[config.mk]
export PLATFORM = sky130hd
export DESIGN_NAME = pwrfail_saver
export DESIGN_NICKNAME = d
export VERILOG_FILES = /design/src/rtl/pfs_pkg.sv /design/src/rtl/pfs_sync.sv /design/src/rtl/pfs_mains_watch.sv /design/src/rtl/pfs_base_sel.sv /design/src/rtl/pfs_seq.sv /design/src/rtl/pwrfail_saver.sv
export SDC_FILE = /design/constraint.sdc
export NUM_CORES = 1
export LEC_CHECK = 0
export BUFFER_PORTS_ARGS = -buffer_cell sky130_fd_sc_hd__buf_4
export CORE_AREA = 2 2 94 96
export DETAILED_ROUTE_END_ITERATION = 10
export DIE_AREA = 0 0 96 98
export GPL_TIMING_DRIVEN = 0
export PLACE_DENSITY = 0.7
export SETUP_SLACK_MARGIN = 0.4
export SYNTH_ARGS = -nofsm -noshare
export SYNTH_HDL_FRONTEND = slang
export SYNTH_HIERARCHICAL = 1
export SYNTH_SLANG_ARGS = --single-unit
[constraint.sdc]
create_clock -name clk -period 5.6 [get_ports clk]
set_clock_uncertainty 0.15 [all_clocks]
set_input_delay 0.84 -clock clk [delete_from_list [all_inputs] [get_ports clk]]
set_output_delay 0.84 -clock clk [all_outputs]
set_load 0.02 [all_outputs]
[src/rtl/pfs_pkg.sv]
// Package: shared types for the power-fail save sequencer.
// Assumes: nothing beyond IEEE 1800-2017.
package pfs_pkg;

    // Sequencer states; ST_HALT is terminal until reset.
    typedef enum logic [2:0] {
        ST_MONITOR = 3'd0,
        ST_SAFE    = 3'd1,
        ST_ISSUE   = 3'd2,
        ST_WAIT    = 3'd3,
        ST_HALT    = 3'd4
    } pfs_state_e;

    // Number of strap codes that go through the parameter table (codes 3..7).
    localparam int unsigned XTAB_ENTRIES = 5;

endpackage

[src/rtl/pfs_sync.sv]
// Module: pfs_sync
// Purpose: two-flop synchronizer for a vector of independent asynchronous bits.
// Assumes: every bit is a slow level or toggle, so no bus coherence is needed.
module pfs_sync #(
    parameter int unsigned W = 2
) (
    input  logic         clk,
    input  logic         rst_n,
    input  logic [W-1:0] async_i,
    output logic [W-1:0] sync_o
);

    logic [W-1:0] meta_q;
    logic [W-1:0] stab_q;

    // Two-stage capture into the clock domain.
    always_ff @(posedge clk) begin
        if (!rst_n) begin
            meta_q <= '0;
            stab_q <= '0;
        end else begin
            meta_q <= async_i;
            stab_q <= meta_q;
        end
    end

    assign sync_o = stab_q;

endmodule

[src/rtl/pfs_mains_watch.sv]
// Module: pfs_mains_watch
// Purpose: declares mains loss when the synchronized mains toggle input does
//          not change level for WINDOW_MS milliseconds.
// Assumes: CYC_PER_MS clock cycles make one millisecond; the input is already
//          synchronized. After reset the window starts running at once.
module pfs_mains_watch #(
    parameter int unsigned CYC_PER_MS = 50_000,
    parameter int unsigned WINDOW_MS  = 32
) (
    input  logic clk,
    input  logic rst_n,
    input  logic mains_s_i,
    output logic lost_o
);

    localparam int unsigned PW = (CYC_PER_MS > 1) ? $clog2(CYC_PER_MS) : 1;
    localparam int unsigned MW = $clog2(WINDOW_MS + 1);
    localparam logic [PW-1:0] PRE_LAST = PW'(CYC_PER_MS - 1);
    localparam logic [MW-1:0] MS_LIMIT = MW'(WINDOW_MS);

    logic          prev_q;
    logic          edge_seen;
    logic [PW-1:0] pre_q;
    logic [MW-1:0] ms_q;

    // Remember the last sampled mains level for edge detection.
    always_ff @(posedge clk) begin
        if (!rst_n) prev_q <= 1'b0;
        else        prev_q <= mains_s_i;
    end

    assign edge_seen = mains_s_i ^ prev_q;

    // Millisecond prescaler and window counter; any edge restarts both.
    always_ff @(posedge clk) begin
        if (!rst_n) begin
            pre_q <= '0;
            ms_q  <= '0;
        end else if (edge_seen) begin
            pre_q <= '0;
            ms_q  <= '0;
        end else if (ms_q != MS_LIMIT) begin
            if (pre_q == PRE_LAST) begin
                pre_q <= '0;
                ms_q  <= ms_q + MW'(1);
            end else begin
                pre_q <= pre_q + PW'(1);
            end
        end
    end

    assign lost_o = (ms_q == MS_LIMIT);

endmodule

[src/rtl/pfs_base_sel.sv]
// Module: pfs_base_sel
// Purpose: maps the 3-bit strap code to the save-area start address.
// Assumes: codes 0..2 are fixed; codes 3..7 read an 8-bit-per-entry table,
//          lowest entry for code 3.
module pfs_base_sel #(
    parameter int unsigned ADDR_W = 8,
    parameter logic [pfs_pkg::XTAB_ENTRIES*8-1:0] XTAB =
        {8'd20, 8'd17, 8'd14, 8'd11, 8'd8}
) (
    input  logic [2:0]        code_i,
    output logic [ADDR_W-1:0] base_o
);

    logic [7:0] tab_entry;

    // Table lookup for the parameterised codes.
    always_comb begin
        tab_entry = 8'd0;
        for (int i = 0; i < int'(pfs_pkg::XTAB_ENTRIES); i++) begin
            if (int'(code_i) == i + 3) tab_entry = XTAB[i*8 +: 8];
        end
    end

    // Fixed codes first, table for the rest.
    always_comb begin
        case (code_i)
            3'd0:    base_o = ADDR_W'(0);
            3'd1:    base_o = ADDR_W'(2);
            3'd2:    base_o = ADDR_W'(5);
            default: base_o = ADDR_W'(tab_entry);
        endcase
    end

endmodule

[src/rtl/pfs_seq.sv]
// Module: pfs_seq
// Purpose: on failure, makes outputs safe, snapshots data and base address,
//          writes each byte through a req/busy/done handshake, then halts.
// Assumes: done is a single-cycle pulse given only while req is high.
module pfs_seq #(
    parameter int unsigned NBYTES = 4,
    parameter int unsigned ADDR_W = 8
) (
    input  logic                  clk,
    input  logic                  rst_n,
    input  logic                  trig_i,
    input  logic [NBYTES*8-1:0]   data_i,
    input  logic [ADDR_W-1:0]     base_i,
    input  logic                  busy_i,
    input  logic                  done_i,
    output logic                  drive_en_o,
    output logic                  req_o,
    output logic [ADDR_W-1:0]     addr_o,
    output logic [7:0]            data_o,
    output logic                  halted_o
);

    import pfs_pkg::*;

    localparam int unsigned IW = (NBYTES > 1) ? $clog2(NBYTES) : 1;
    localparam logic [IW-1:0] IDX_LAST = IW'(NBYTES - 1);

    pfs_state_e            state_q;
    logic [IW-1:0]         idx_q;
    logic [NBYTES*8-1:0]   snap_q;
    logic [ADDR_W-1:0]     base_q;

    // Save sequence state machine with registered outputs.
    always_ff @(posedge clk) begin
        if (!rst_n) begin
            state_q    <= ST_MONITOR;
            idx_q      <= '0;
            snap_q     <= '0;
            base_q     <= '0;
            drive_en_o <= 1'b1;
            req_o      <= 1'b0;
            addr_o     <= '0;
            data_o     <= '0;
        end else begin
            case (state_q)
                ST_MONITOR: begin
                    if (trig_i) begin
                        snap_q     <= data_i;
                        base_q     <= base_i;
                        drive_en_o <= 1'b0;
                        state_q    <= ST_SAFE;
                    end
                end
                ST_SAFE: begin
                    state_q <= ST_ISSUE;
                end
                ST_ISSUE: begin
                    if (!busy_i) begin
                        req_o   <= 1'b1;
                        addr_o  <= base_q + ADDR_W'(idx_q);
                        data_o  <= snap_q[idx_q*8 +: 8];
                        state_q <= ST_WAIT;
                    end
                end
                ST_WAIT: begin
                    if (done_i) begin
                        req_o <= 1'b0;
                        if (idx_q == IDX_LAST) begin
                            state_q <= ST_HALT;
                        end else begin
                            idx_q   <= idx_q + IW'(1);
                            state_q <= ST_ISSUE;
                        end
                    end
                end
                ST_HALT: begin
                    state_q <= ST_HALT;
                end
                default: begin
                    state_q <= ST_HALT;
                end
            endcase
        end
    end

    assign halted_o = (state_q == ST_HALT);

endmodule

[src/rtl/pwrfail_saver.sv]
// Module: pwrfail_saver (top)
// Purpose: power-fail critical byte saver; joins synchronizers, mains-loss
//          timer, strap decode and the save sequencer.
// Assumes: CLK_HZ is a multiple of 1000; the memory follows req/busy/done.
module pwrfail_saver #(
    parameter int unsigned CLK_HZ    = 50_000_000,
    parameter int unsigned WINDOW_MS = 32,
    parameter int unsigned NBYTES    = 4,
    parameter int unsigned ADDR_W    = 8,
    parameter logic [pfs_pkg::XTAB_ENTRIES*8-1:0] XTAB =
        {8'd20, 8'd17, 8'd14, 8'd11, 8'd8}
) (
    input  logic                  clk,
    input  logic                  rst_n,
    input  logic                  fail_warn_i,
    input  logic                  mains_tick_i,
    input  logic [2:0]            addr_sel_i,
    input  logic [NBYTES*8-1:0]   crit_data_i,
    input  logic                  nv_busy_i,
    input  logic                  nv_done_i,
    output logic                  drive_en_o,
    output logic                  nv_req_o,
    output logic [ADDR_W-1:0]     nv_addr_o,
    output logic [7:0]            nv_data_o,
    output logic                  halted_o
);

    localparam int unsigned CYC_PER_MS = CLK_HZ / 1000;

    logic [1:0]        sync_bits;
    logic              warn_s;
    logic              mains_s;
    logic              mains_lost;
    logic              trig;
    logic [ADDR_W-1:0] base_addr;

    pfs_sync #(.W(2)) u_sync (
        .clk     (clk),
        .rst_n   (rst_n),
        .async_i ({mains_tick_i, fail_warn_i}),
        .sync_o  (sync_bits)
    );

    assign warn_s  = sync_bits[0];
    assign mains_s = sync_bits[1];

    pfs_mains_watch #(
        .CYC_PER_MS (CYC_PER_MS),
        .WINDOW_MS  (WINDOW_MS)
    ) u_mains (
        .clk       (clk),
        .rst_n     (rst_n),
        .mains_s_i (mains_s),
        .lost_o    (mains_lost)
    );

    pfs_base_sel #(
        .ADDR_W (ADDR_W),
        .XTAB   (XTAB)
    ) u_base (
        .code_i (addr_sel_i),
        .base_o (base_addr)
    );

    // Either warning source starts the save.
    assign trig = warn_s | mains_lost;

    pfs_seq #(
        .NBYTES (NBYTES),
        .ADDR_W (ADDR_W)
    ) u_seq (
        .clk        (clk),
        .rst_n      (rst_n),
        .trig_i     (trig),
        .data_i     (crit_data_i),
        .base_i     (base_addr),
        .busy_i     (nv_busy_i),
        .done_i     (nv_done_i),
        .drive_en_o (drive_en_o),
        .req_o      (nv_req_o),
        .addr_o     (nv_addr_o),
        .data_o     (nv_data_o),
        .halted_o   (halted_o)
    );

endmodule

## Word level (Yosys, flattened, before mapping)

Index checks and enable logic that the tools add are counted.
W data, S select, Z words.

| word-level totals | value |
|---|---|
| output and inout port bits | 19 |
| word-level logic and storage cells | 66 |
| memories kept | 0 |
| RAM bits | 0 |
| flip-flop bits (word level) | 90 |
| bits in latches | 0 |
| ROM bits | 0 |

| cells by class | value |
|---|---|
| $lt $le $gt $ge | 0 |
| add/subtract/negate cells | 4 |
| multiply operators | 0 |
| reductions and logical operators | 10 |
| bitwise gates (word level) | 5 |
| shifts and indexed selects | 1 |
| eq/ne operators | 18 |
| divide/modulo/power cells | 0 |
| muxes and demuxes | 15 |

Operator list:

| kind | count |
|---|---|
| $shiftx A32 B6 Y8 | 1 |
| $add A16 B1 Y16 const B | 1 |
| $eq A16 B16 Y1 const B | 1 |
| $mux W16 | 1 |
| $pmux W5 S3 | 1 |
| $eq A3 B2 Y1 const B | 4 |
| $eq A3 B3 Y1 const B | 4 |
| $mux W3 | 4 |
| $mux W4 | 3 |
| $pmux W3 S4 | 1 |
| $mux W5 | 2 |
| $eq A3 B1 Y1 const B | 3 |
| $reduce_and A3 Y1 | 3 |
| $add A8 B2 Y8 | 1 |
| $add A6 B1 Y6 const B | 1 |
| $eq A6 B6 Y1 const B | 1 |
| $logic_not A3 Y1 | 2 |
| $ne A2 B2 Y1 const B | 3 |
| $ne A6 B6 Y1 const B | 1 |
| $reduce_and A2 Y1 | 3 |
| $not A1 Y1 | 3 |
| $add A2 B1 Y2 const B | 1 |
| $eq A2 B2 Y1 const B | 1 |
| $mux W1 | 2 |
| other kinds (5) | 5 |

## Logic depth before layout (Yosys ltp)

| depth | value |
|---|---|
| depth in word-level cells | 7 |
| depth in mapped cells | 11 |
| gate-level depth less buffers | 9 |

## Modules after synthesis

Netlist, hierarchy kept.

By module, submodules not included:

| module | cells an instance | instances | sequential area each (µm²) | area an instance (µm²) |
|---|---|---|---|---|
| pfs_seq | 311 | 1 | 1,261.2 | 2,641.3 |
| pfs_mains_watch | 134 | 1 | 460.4 | 1,252.5 |
| pfs_sync | 8 | 1 | 80.1 | 105.1 |
| pfs_base_sel | 15 | 1 | 0.0 | 88.8 |
| pwrfail_saver | 1 | 1 | 0.0 | 6.3 |

## Worst setup path before layout

Ideal clock, no wire load.

| path | value |
|---|---|
| kind | register to register |
| start | register u_mains.ms_q[0] |
| end | register u_seq.base_q[0] |
| setup slack | 3,303 ps |
| stages on the path, launching flop included | 12 |
| data arrival time | 2,014 ps |
| setup time | 132 ps |
| path through | dfxtp_1 > inv_1 > ha_1 > nor4b_4 > nand2_1 > inv_1 > or2_1 > or4b_1 > buf_2 > buf_6 > nand2_1 > a21oi_1 |

| between the ends | value |
|---|---|
| cells in the longest elaborated chain, start to end | 3 |

Ends and longest elaborated chain:

| element | RTL line | RTL |
|---|---|---|
| start, declared | pfs_mains_watch.sv:24 | `logic [MW-1:0] ms_q;` |
| start signal, assigned | pfs_mains_watch.sv:45 | `ms_q <= ms_q + MW'(1);` |
| $eq A6 B6 Y1 | pfs_mains_watch.sv:52 | `assign lost_o = (ms_q == MS_LIMIT);` |
| via mains_lost | pwrfail_saver.sv:33 | `logic mains_lost;` |
| $or A1 B1 Y1 | pwrfail_saver.sv:66 | `assign trig = warn_s \| mains_lost;` |
| via trig | pwrfail_saver.sv:34 | `logic trig;` |
| $reduce_and A2 Y1 (no line) | n/a |  |
| end signal, assigned | pfs_seq.sv:49 | `base_q <= base_i;` |
| end, declared | pfs_seq.sv:31 | `logic [ADDR_W-1:0] base_q;` |

The timed path passes the listed nets, and every way through them passes these cells.
A chain may end at the register's enable or synchronous reset.

## Worst setup path in the final report

| path | value |
|---|---|
| start | register u_mains.ms_q[0] |
| end | register u_seq.snap_q[29] |

| between the ends | value |
|---|---|
| cells in the longest elaborated chain, start to end | 3 |

Ends and longest elaborated chain:

| element | RTL line | RTL |
|---|---|---|
| $eq A6 B6 Y1 | pfs_mains_watch.sv:52 |  |
| via mains_lost | pwrfail_saver.sv:33 |  |
| $or A1 B1 Y1 | pwrfail_saver.sv:66 |  |
| via trig | pwrfail_saver.sv:34 |  |
| $reduce_and A2 Y1 (no line) | n/a |  |
| end signal, assigned | pfs_seq.sv:48 | `snap_q <= data_i;` |
| end, declared | pfs_seq.sv:30 | `logic [NBYTES*8-1:0] snap_q;` |

The timed path passes the listed nets, and every way through them passes these cells.

==> impl_metrics.py <==
metrics = {
    "run_status": {
        "outcome": "complete, no violations",
    },
    "yosys": {
        "yosysTopAreaCell": "dfxtp_1",
        "yosysMostFrequentCell": "nand2_1",
        "synthTopCellsByCount": "nand2_1 (114), dfxtp_1 (90), a21oi_1 (65)",
        "syn_inst": 469,
        "yosys_register_bits": 90,
        "ys_seq_area_share_pct": 44.0,
        "avgSynthCellArea_sq_um": 8.73,
        "ys_warn_count": 6,
        "ys_async_sr_fraction_pct": 0,
        "synth_top_area_share_pct": 44.0,
        "netlist_top_cells_area": "dfxtp_1 (44%), nand2_1 (10%), a21oi_1 (7.9%), mux4_2 (4.4%), o31ai_1 (2.4%)",
        "synth_edf_count": 0,
        "synthFlopType": "dfxtp_1",
        "syn_area_sq_um": 4090,
        "synth_cell_types": 55,
    },
    "worst_setup_path": {
        "reg2reg_slack_ns": 3.04,
        "rr_endpoint": "u_seq/snap_q[29]$_SDFFE_PN0P_",
        "critPathArrivalTime_ns": 2.71,
        "worst_setup_path_end_kind": "flop",
        "crit-reg2reg-launch": "u_mains/ms_q[0]$_SDFFE_PP0P_",
        "worstPathRequired_ns": 5.75,
        "path_cells": "inv_1 -> ha_1 -> nor4b_4 -> nand2_1 -> inv_1 -> or2_1 -> nor4b_2 -> buf_2 -> nand2_1 -> a21oi_1",
        "critical_path.max_fanout": 10,
        "startpoint": "u_mains/ms_q[0]$_SDFFE_PP0P_",
        "critical-path-max-stage-delay_ns": 0.42,
        "critPathKind": "reg2reg",
        "reg2regPathDepth": 10,
        "cp_slowest_cell": "nor4b_4",
        "crit_path_start_kind": "flop",
        "crit_end": "u_seq/snap_q[29]$_SDFFE_PN0P_",
    },
    "global_route": {
        "grt_antenna_before_repair": 0,
        "grt_max_degree": 20,
        "grt_overflow_total": 0,
        "grt_util_all_layers_pct": 20.8,
        "grt_pass1_wl_mm": 15.5,
        "grt_pass1_vias": 3368,
    },
    "cts": {
        "cts_sinks": 90,
        "clkSlewWorstSetupHoldPaths_ns": 0.10,
        "h-tree-depth": 3,
        "clockRootBuffer": "clkbuf_8",
        "cts_tree": "yes",
        "cts_buffers": 9,
        "clockBufferDepth": 2,
        "clk_latency_ns": 0.37,
        "cts_hold_buf": 0,
        "cts_setup_buffers": 0,
        "cts_resized": 0,
    },
    "floorplanning": {
        "core_area_sq_um": 8470,
        "die-area_sq_um": 9410,
        "boundaryPins": 60,
        "chipHeight_um": 98,
        "initial_core_util_pct": 48.4,
        "rows": 34,
        "die_w_um": 96,
    },
    "route": {
        "num_vias": 3449,
        "dr.pass1.iters": 4,
        "drt-total-wl_mm": 8.97,
        "drc": 0,
        "drt_iter0_drc": 103,
        "ant_nets": 0,
        "wl_per_cell_um": 13.7,
        "via_per_inst": 5.27,
    },
    "timing": {
        "max_freq_mhz": 390,
        "slew_headroom_pct": 63.4,
        "setup_tns_ns": 0,
        "finalSetupViolCount": 0,
        "worst_pin_slew_ns": 0.549,
        "drv_slew": 0,
        "final.min_clock_period_ns": 2.56,
        "grt_setup_unrepaired": "no",
        "finalCritPeriodShare_pct": 45.8,
        "hold_viol": 0,
    },
    "power_and_ir_drop": {
        "p_per_area_nw_per_um2": 253,
        "p_leak_uw": 0.00178,
        "ir_worst_vdd_mv": 0.126,
    },
    "placement": {
        "place_hpwl_mm": 6.61,
        "port_buffers": 59,
        "gp_congestion": 0.822,
        "placed_area_sq_um": 4680,
    },
    "final_layout": {
        "fin_area_sq_um": 4890,
        "area_delta_synth_final_pct": 19.3,
        "drive_gt1_share_pct": 24.2,
        "final_nets": 589,
        "n_antenna_cell": 0,
    },
    "worst_hold_path": {
        "hold_class": "reg2reg",
        "hold_depth": 1,
    },
    "job": {
        "max-cap-violations": 0,
    },
}
==> critical path, delay by kind of cell, from the launching register on <==
kind | cells | cell delay, ns
and+or+nand+nor | 5 | 1.21
AOI/OAI and AO/OA | 1 | 0.13
adders and majority gates | 1 | 0.16
DFF | 1 | 0.35
buffers and inverters | 3 | 0.49
==> logic make-up (layout without fill, tap and decap cells) <==
family	after synthesis	after routing	synth area share (%)
other cells	1	3	0.0916
xor+xnor	8	8	1.71
flops	90	90	44.0
buf+inv	44	119	5.78
mux	8	8	4.40
compound gates	115	115	16.7
simple gates	196	196	25.0
fa+ha+maj	7	7	2.32
==> power breakdown <==
group	total, uW	switching [uW]	internal [uW]
Combinational	115	62.5	52.9
Clock	452	273	180
Sequential	668	10.3	658
==> area by class of cell <==
type	count	area, sq um
Multi-Input combinational cell	337	2060
Inverter	16	60.1
Clock buffer	9	124
Buffer	28	176
Sequential cell	90	1800
Timing Repair Buffer	59	443
Tap cell	108	135
Fill cell	810	3580
Clock inverter	7	82.6
==> routing by layer <==
| metal | part of all wire, % | global-route usage, % | vias up |
|---|---|---|---|
| li1 | - | - | 1773 |
| met1 | 44 | 26.0 | 1615 |
| met2 | 52 | 35.5 | 55 |
| met3 | 3.3 | 4.94 | 6 |
| met4 | 1.0 | 5.49 | 0 |
| met5 | 0 | 0 | - |
==> worst min-delay path by stage <==
stage / from / end
finish: u_sync/meta_q[1]$_SDFF_PN0_ / u_sync/sync_o[1]$_SDFF_PN0_
global route: u_sync/meta_q[1]$_SDFF_PN0_ / u_sync/sync_o[1]$_SDFF_PN0_
CTS: u_sync/meta_q[1]$_SDFF_PN0_ / u_sync/sync_o[1]$_SDFF_PN0_
detailed placement: u_sync/meta_q[1]$_SDFF_PN0_ / u_sync/sync_o[1]$_SDFF_PN0_
global placement: u_sync/meta_q[1]$_SDFF_PN0_ / u_sync/sync_o[1]$_SDFF_PN0_
floorplan: u_sync/meta_q[0]$_SDFF_PN0_ / u_sync/sync_o[0]$_SDFF_PN0_
==> cells in the final DEF (no fill, tap or decap), types with 6 or more instances in the layout <==
| cell | netlist | layout |
|---|---|---|
| clkbuf_1 | 7 | 7 |
| or4_1 | 12 | 12 |
| clkbuf_8 | 0 | 9 |
| mux4_2 | 8 | 8 |
| a21oi_2 | 6 | 6 |
| inv_1 | 15 | 15 |
| o21ai_0 | 14 | 14 |
| a21oi_1 | 65 | 65 |
| nor2_1 | 9 | 9 |
| buf_2 | 12 | 12 |
| ha_1 | 6 | 6 |
| o31ai_1 | 13 | 13 |
| and2_1 | 7 | 7 |
| xnor2_1 | 7 | 7 |
| buf_4 | 3 | 62 |
| dfxtp_1 | 90 | 90 |
| buf_6 | 6 | 6 |
| nand2_1 | 114 | 114 |
| nand3_1 | 11 | 11 |
==> per-stage QoR <==
step / hold WS, ns / util (%) / power, uW / std cells / setup WS [ns]
after CTS: 0.297 / 57.7 / 1250 / 654 / 3.04
after global routing: 0.311 / 57.7 / 1290 / 654 / 2.80
final: 0.293 / 57.7 / 1240 / 654 / 3.04
after detailed placement: 0.270 / 55.3 / 799 / 638 / 3.05
after floorplan: 0.262 / - / 750 / 471 / 3.30
after global placement: 0.271 / 55.3 / 796 / 638 / 3.05
==> sequential cells by signal (all words and copies together), names as in the netlist <==
signal and flops:
u_seq/snap_q 32, u_mains/pre_q 16, u_seq/addr_o 8, u_seq/base_q 8, u_seq/data_o 8, u_mains/ms_q 6
u_seq/state_q 3, u_seq/idx_q 2, u_sync/meta_q 2, u_sync/sync_o 2, u_mains/prev_q 1, u_seq/drive_en_o 1
u_seq/req_o 1
Power figures use the tool's default switching activity.
